<file path="src/rtl/i2cam_pkg.sv">
// Package: shared types for the address matcher.
// Assumes: 7-bit addressing; the byte carries the address in its upper bits
// and the direction in bit 0.
package i2cam_pkg;

    // Outcome of one address comparison
    typedef struct packed {
        logic own_hit;   // upper bits equal the own address
        logic gc_hit;    // valid general call (address zero, write)
    } cmp_result_t;

    // Acknowledge levels as driven on SDA
    localparam logic ACK_LVL  = 1'b0;
    localparam logic NACK_LVL = 1'b1;

endpackage

</file>
<file path="src/rtl/i2cam_arm.sv">
// Module: i2cam_arm
// Tracks whether the next received byte is the first after a START.
// Assumes: start_i and byte_valid_i are single-cycle pulses from the shifter.
// A START in the same cycle as a byte strobe wins: the byte is dropped and
// the tracker is armed for the following byte.
module i2cam_arm (
    input  logic clk,
    input  logic rst_n,
    input  logic start_i,
    input  logic byte_valid_i,
    output logic eval_o
);

    logic armed_q;

    // Arm on START, disarm once the first byte has been consumed
    always_ff @(posedge clk) begin
        if (!rst_n) begin
            armed_q <= 1'b0;
        end else if (start_i) begin
            armed_q <= 1'b1;
        end else if (byte_valid_i) begin
            armed_q <= 1'b0;
        end
    end

    // Evaluate only an armed byte that does not collide with a START
    always_comb begin
        eval_o = armed_q && byte_valid_i && !start_i;
    end

endmodule

</file>
<file path="src/rtl/i2cam_cmp.sv">
// Module: i2cam_cmp
// Combinational address comparison against the own address and, when
// enabled, the general-call address.
// Assumes: an own address of zero is reserved and never matches; the general
// call is only valid with the write direction.
module i2cam_cmp
    import i2cam_pkg::*;
#(
    parameter int ADDR_W     = 7,
    parameter bit GC_SUPPORT = 1'b1
) (
    input  logic [ADDR_W:0]   rx_byte_i,
    input  logic [ADDR_W-1:0] own_addr_i,
    input  logic              gc_en_i,
    output cmp_result_t       res_o
);

    localparam int BYTE_W = ADDR_W + 1;

    logic [ADDR_W-1:0] rx_addr;
    logic              rx_rd;

    // Split the byte into address and direction fields
    always_comb begin
        rx_addr = rx_byte_i[BYTE_W-1:1];
        rx_rd   = rx_byte_i[0];
    end

    // Own-address comparison, reserved zero excluded
    always_comb begin
        res_o.own_hit = (own_addr_i != '0) && (rx_addr == own_addr_i);
    end

    generate
        if (GC_SUPPORT) begin : g_gc
            // General call: all-zero address with write direction, if enabled
            always_comb begin
                res_o.gc_hit = gc_en_i && (rx_addr == '0) && !rx_rd;
            end
        end else begin : g_no_gc
            // Recognition not built: never a general-call hit
            always_comb begin
                res_o.gc_hit = 1'b0;
            end
        end
    endgenerate

endmodule

</file>
<file path="src/rtl/i2cam_resp.sv">
// Module: i2cam_resp
// Registers the response to an evaluated address byte: match pulse,
// general-call flag, direction and acknowledge level.
// Assumes: eval_i is high for exactly one cycle per evaluated byte.
module i2cam_resp
    import i2cam_pkg::*;
(
    input  logic        clk,
    input  logic        rst_n,
    input  logic        eval_i,
    input  cmp_result_t res_i,
    input  logic        rx_rd_i,
    input  logic        ack_en_i,
    output logic        match_o,
    output logic        gcall_o,
    output logic        dir_rd_o,
    output logic        ack_drive_o
);

    logic hit;

    // Any recognised address
    always_comb begin
        hit = res_i.own_hit || res_i.gc_hit;
    end

    // Match event: a single-cycle pulse after an evaluated hit
    always_ff @(posedge clk) begin
        if (!rst_n) begin
            match_o <= 1'b0;
        end else begin
            match_o <= eval_i && hit;
        end
    end

    // General-call flag and ACK level refresh at every evaluation
    always_ff @(posedge clk) begin
        if (!rst_n) begin
            gcall_o     <= 1'b0;
            ack_drive_o <= NACK_LVL;
        end else if (eval_i) begin
            gcall_o     <= res_i.gc_hit && !res_i.own_hit;
            ack_drive_o <= (hit && ack_en_i) ? ACK_LVL : NACK_LVL;
        end
    end

    // Direction captured only on a hit
    always_ff @(posedge clk) begin
        if (!rst_n) begin
            dir_rd_o <= 1'b0;
        end else if (eval_i && hit) begin
            dir_rd_o <= rx_rd_i;
        end
    end

endmodule

</file>
<file path="src/rtl/i2cam_wake.sv">
// Module: i2cam_wake
// Raises and holds a wake request when an address hit arrives while the
// system side sleeps.
// Assumes: sleep_i is synchronous to clk.
module i2cam_wake (
    input  logic clk,
    input  logic rst_n,
    input  logic hit_evt_i,
    input  logic sleep_i,
    output logic wake_o
);

    // Set on a hit during sleep, clear once the system is awake
    always_ff @(posedge clk) begin
        if (!rst_n) begin
            wake_o <= 1'b0;
        end else if (!sleep_i) begin
            wake_o <= 1'b0;
        end else if (hit_evt_i) begin
            wake_o <= 1'b1;
        end
    end

endmodule

</file>
<file path="src/rtl/i2c_addr_matcher.sv">
// Module: i2c_addr_matcher
// Top of the address matcher: arms on START, compares the first byte,
// registers the response and drives the wake request.
// Assumes: all inputs are synchronous to clk, which keeps running while the
// system domain sleeps.
module i2c_addr_matcher
    import i2cam_pkg::*;
#(
    parameter int ADDR_W     = 7,
    parameter bit GC_SUPPORT = 1'b1
) (
    input  logic              clk,
    input  logic              rst_n,
    input  logic              start_i,
    input  logic              byte_valid_i,
    input  logic [ADDR_W:0]   rx_byte_i,
    input  logic [ADDR_W-1:0] own_addr_i,
    input  logic              gc_en_i,
    input  logic              ack_en_i,
    input  logic              sleep_i,
    output logic              match_o,
    output logic              gcall_o,
    output logic              dir_rd_o,
    output logic              wake_o,
    output logic              ack_drive_o
);

    logic        eval;
    logic        hit_evt;
    cmp_result_t res;

    i2cam_arm u_arm (
        .clk          (clk),
        .rst_n        (rst_n),
        .start_i      (start_i),
        .byte_valid_i (byte_valid_i),
        .eval_o       (eval)
    );

    i2cam_cmp #(
        .ADDR_W     (ADDR_W),
        .GC_SUPPORT (GC_SUPPORT)
    ) u_cmp (
        .rx_byte_i  (rx_byte_i),
        .own_addr_i (own_addr_i),
        .gc_en_i    (gc_en_i),
        .res_o      (res)
    );

    i2cam_resp u_resp (
        .clk         (clk),
        .rst_n       (rst_n),
        .eval_i      (eval),
        .res_i       (res),
        .rx_rd_i     (rx_byte_i[0]),
        .ack_en_i    (ack_en_i),
        .match_o     (match_o),
        .gcall_o     (gcall_o),
        .dir_rd_o    (dir_rd_o),
        .ack_drive_o (ack_drive_o)
    );

    // Hit event seen by the wake logic
    always_comb begin
        hit_evt = eval && (res.own_hit || res.gc_hit);
    end

    i2cam_wake u_wake (
        .clk       (clk),
        .rst_n     (rst_n),
        .hit_evt_i (hit_evt),
        .sleep_i   (sleep_i),
        .wake_o    (wake_o)
    );

endmodule

</file>
<file path="config.mk">
export PLATFORM = sky130hd
export DESIGN_NAME = i2c_addr_matcher
export DESIGN_NICKNAME = d
export VERILOG_FILES = /design/src/rtl/i2cam_pkg.sv /design/src/rtl/i2cam_arm.sv /design/src/rtl/i2cam_cmp.sv /design/src/rtl/i2cam_resp.sv /design/src/rtl/i2cam_wake.sv /design/src/rtl/i2c_addr_matcher.sv
export SDC_FILE = /design/constraint.sdc
export NUM_CORES = 1
export LEC_CHECK = 0
export BUFFER_PORTS_ARGS = -buffer_cell sky130_fd_sc_hd__buf_2
export CAP_MARGIN = 20
export CORE_AREA = 5 5 42 44
export DETAILED_ROUTE_END_ITERATION = 6
export DIE_AREA = 0 0 47 49
export PLACE_DENSITY = 0.66
export SETUP_SLACK_MARGIN = 0.15
export SYNTH_ARGS = -nofsm -noshare
export SYNTH_HDL_FRONTEND = slang
export SYNTH_SLANG_ARGS = --single-unit
</file>
<file path="constraint.sdc">
create_clock -name clk -period 1.8 [get_ports clk]
set_clock_uncertainty 0.05 [all_clocks]
set_input_delay 0.18 -clock clk [delete_from_list [all_inputs] [get_ports clk]]
set_output_delay 0.18 -clock clk [all_outputs]
set_load 0.02 [all_outputs]
</file>
==> summary.md <==
| Metric | Value |
|---|---|
| Outcome | completed |
| Crit-path leading delay family | simple AND/OR/NAND/NOR gates |
| Insertion delay to the later sink of the worst-skew pair | 240 ps |
| DRT antenna net count | 0 |
| Setup violators final | 0 |
| Die height | ~49 um |
| YS warnings | 0 |
| CTS buffer count | 3 |
| Yosys top cell by area | dfxtp_1 |
| FFs w/ async S/R, synth | 0% |
| Sink Count | 6 |
| Highest routed layer | met4 |
| Via Count | 442 |
| Cells along the critical path | buf_2 > or4_1 > or4_4 > o21ai_1 > o21ba_1 |
| Final #Nets | approximately 100 |
| # hold bufs at CTS | 0 |
| DRT Pass-1 Iters | 4 |
| Core Region | 1400 um2 |
| Synth Register Bits | 6 |
| H-tree levels | 1 |
| Site Rows | 14 |
| CP Capture Type | flip-flop |
| Crit path buf inv count | 1 |
| Register area | between 100 and 150 um2 |
| # IOs | 27 |
| Sequential fraction of the synthesis area | between 30 and 40% |
| Hold_ws | roughly 110 ps |
| Area grow syn2layout | 46.0% |
| Clock Tree Buf Depth | 2 |
| Top cells by count, synth | dfxtp_1 (6), xor2_1 (5), nand2_1 (4), nor2b_1 (4) |
| Antenna cells | 0 |
| Post-CTS setup buffers | 0 |
| Layout Utilization | between 30% and 40% |
| Max cap viols | 0 |
| Mapped Nets | 67 |
| Max VDD drop | 0.487 mV |
| Main synth FF type | dfxtp_1 |
| Worst slew pin tran | 367 ps |
| 1st-iter DRT viols | 9 |
| First-pass GRT wire length | approximately 1.6 mm |
| CP max FO | 5 |
| Crit path DAT | 1620 ps |
| Yosys cell types | 22 |
| Multi-input logic area | 251 um2 |
| Slew Viols, Final | 0 |
| Leakage | 0.249 nW |
| Slowest cell delay on critical path | between 500 and 600 ps |
| Fmax | 649 MHz |
| Post-synthesis area per instance | between 8 and 9 um2 |
| Total gr overflow | 0 |
| Chip width | 47 um |
| Vias in the first global route | 393 |
| Routed WL per cell | between 10 and 15 um |
| Count leader, synth | dfxtp_1 |
| Post-cts sizing count | 0 |
| Largest net degree at the start of global routing | 9 |
| Worst Hold Class | input port to flip-flop |
| Share of post-route cells with drive strength above 1 | around 41% |
| Total negative slack | 0 ps |
| Post-Syn Instances | between 40 and 50 |
| RSZ-0062 raised after global routing | false |
| Min Tclk post-route | 1540 ps |
| Ranking of synthesized cells by area | dfxtp_1 (32%), xor2_1 (12%), nor2b_1 (6.7%) |
| Initial Util | 26.8% |
| Critical-path top delay cell | or4_4 |
| Final hold violations | 0 |
| Final Worst Setup Slack | 259 ps |
| DR WL met2 | 482 um |
| Number of synthesized flops with an enable pin | 0 |
| Met3 WL post-DR | 100 um |
| Fill count | 156 |
| GPL Wtd Cong | 0.735 |
| DRT Wirelength | 1.00 mm |
| Setup WS pre-CTS | 0.262 ps |
| Synth Cell Area | 375 um2 |
| Drt drc | 0 |
| Met1 WL | about 410 um |
| Port buffer count | 26 |
| All-Layer GR Usage | 9.58% |
| CTS tree | done |
| Via density | 4.91 |
| PwrDens | 581 nW/um2 |
| WS Path Type | input port to flip-flop |
| Initial antenna violation count | 0 |
| Post-DP HPWL | 871 um |
| Rel. slew slack | 75.5% |
| Top-area cell type share of the netlist area | 32.0% |
| Setup crit start kind | input port |
| Fin crit share | 85.6% |
| Clock Tree Root | clkbuf_4 |
| Die area | between 2000 and 2500 um2 |
| Worst R2R Setup Slack | ~320 ps |
| Required time of the critical path | 1880 ps |
| Worst-path clk slew | 40 ps |
cells by family after synthesis:
| kind of cell | after synthesis | synth area share, % |
|---|---|---|
| compound gates | 9 | 17.7 |
| flops | 6 | 32.0 |
| simple gates | 23 | 35.0 |
| buf+inv | 1 | 0.999 |
| xor+xnor | 5 | 11.7 |
| mux | 1 | 2.67 |
worst paths after layout:
kind / startpoint / end / cells past startpoint
worst max register to register: u_arm.armed_q / u_resp.ack_drive_o / 4
worst min-delay path: start_i / u_arm.armed_q / 2
worst max-delay path: rx_byte_i[0] / u_resp.ack_drive_o / 5
worst min register to register: u_wake.wake_o / u_wake.wake_o / 2
per-layer routing:
layer  vias up  GRT usage, %
li1        224             -
met1       198          11.7
met2        18          13.6
met3         2          6.27
met4         0          2.76
met5         -             0
stage by stage:
step	area, um2	cells	power (mW)
CTS	548	90	0.324
finish	548	90	0.319
global placement	526	87	0.197
floorplan	375	45	0.163
global route	548	90	0.341
detailed placement	526	87	0.198
cells in the final DEF (no fill, tap or decap):
cell,count
buf_2,26
dfxtp_1,6
xor2_1,5
nor2b_1,4
nand2_1,4
nor2_1,3
nor4_1,3
clkbuf_4,3
nand3b_1,2
nor3_1,2
o2111ai_1,2
a21boi_0,2
o21a_1,1
nand2b_1,1
or4_1,1
or3_1,1
or4_4,1
nand3_1,1
a21oi_1,1
mux2i_1,1
o21ai_1,1
o21ba_1,1
inv_1,1
a31oi_1,1
cell type report:
type,count,share of cell area (%)
well taps,16,3.65
flip-flops and latches,6,21.9
repair buffers,26,23.7
inverters,1,0.685
clock buffers,3,4.11
multi-input cells,38,45.9
power breakdown:
group          switching, mW  internal (mW)  leakage [nW]  total (mW)
logic                 0.0298         0.0304         0.187      0.0602
clock network         0.0478         0.0754        0.0138       0.123
registers           0.000506          0.135        0.0487       0.135
total                 0.0781          0.241         0.249       0.319
flip-flops by register name (all words and copies together) (netlist names):
signal	count
u_resp.gcall_o	1
u_resp.dir_rd_o	1
u_wake.wake_o	1
u_resp.match_o	1
u_resp.ack_drive_o	1
u_arm.armed_q	1
No activity file was read; power rests on OpenSTA's default activity.
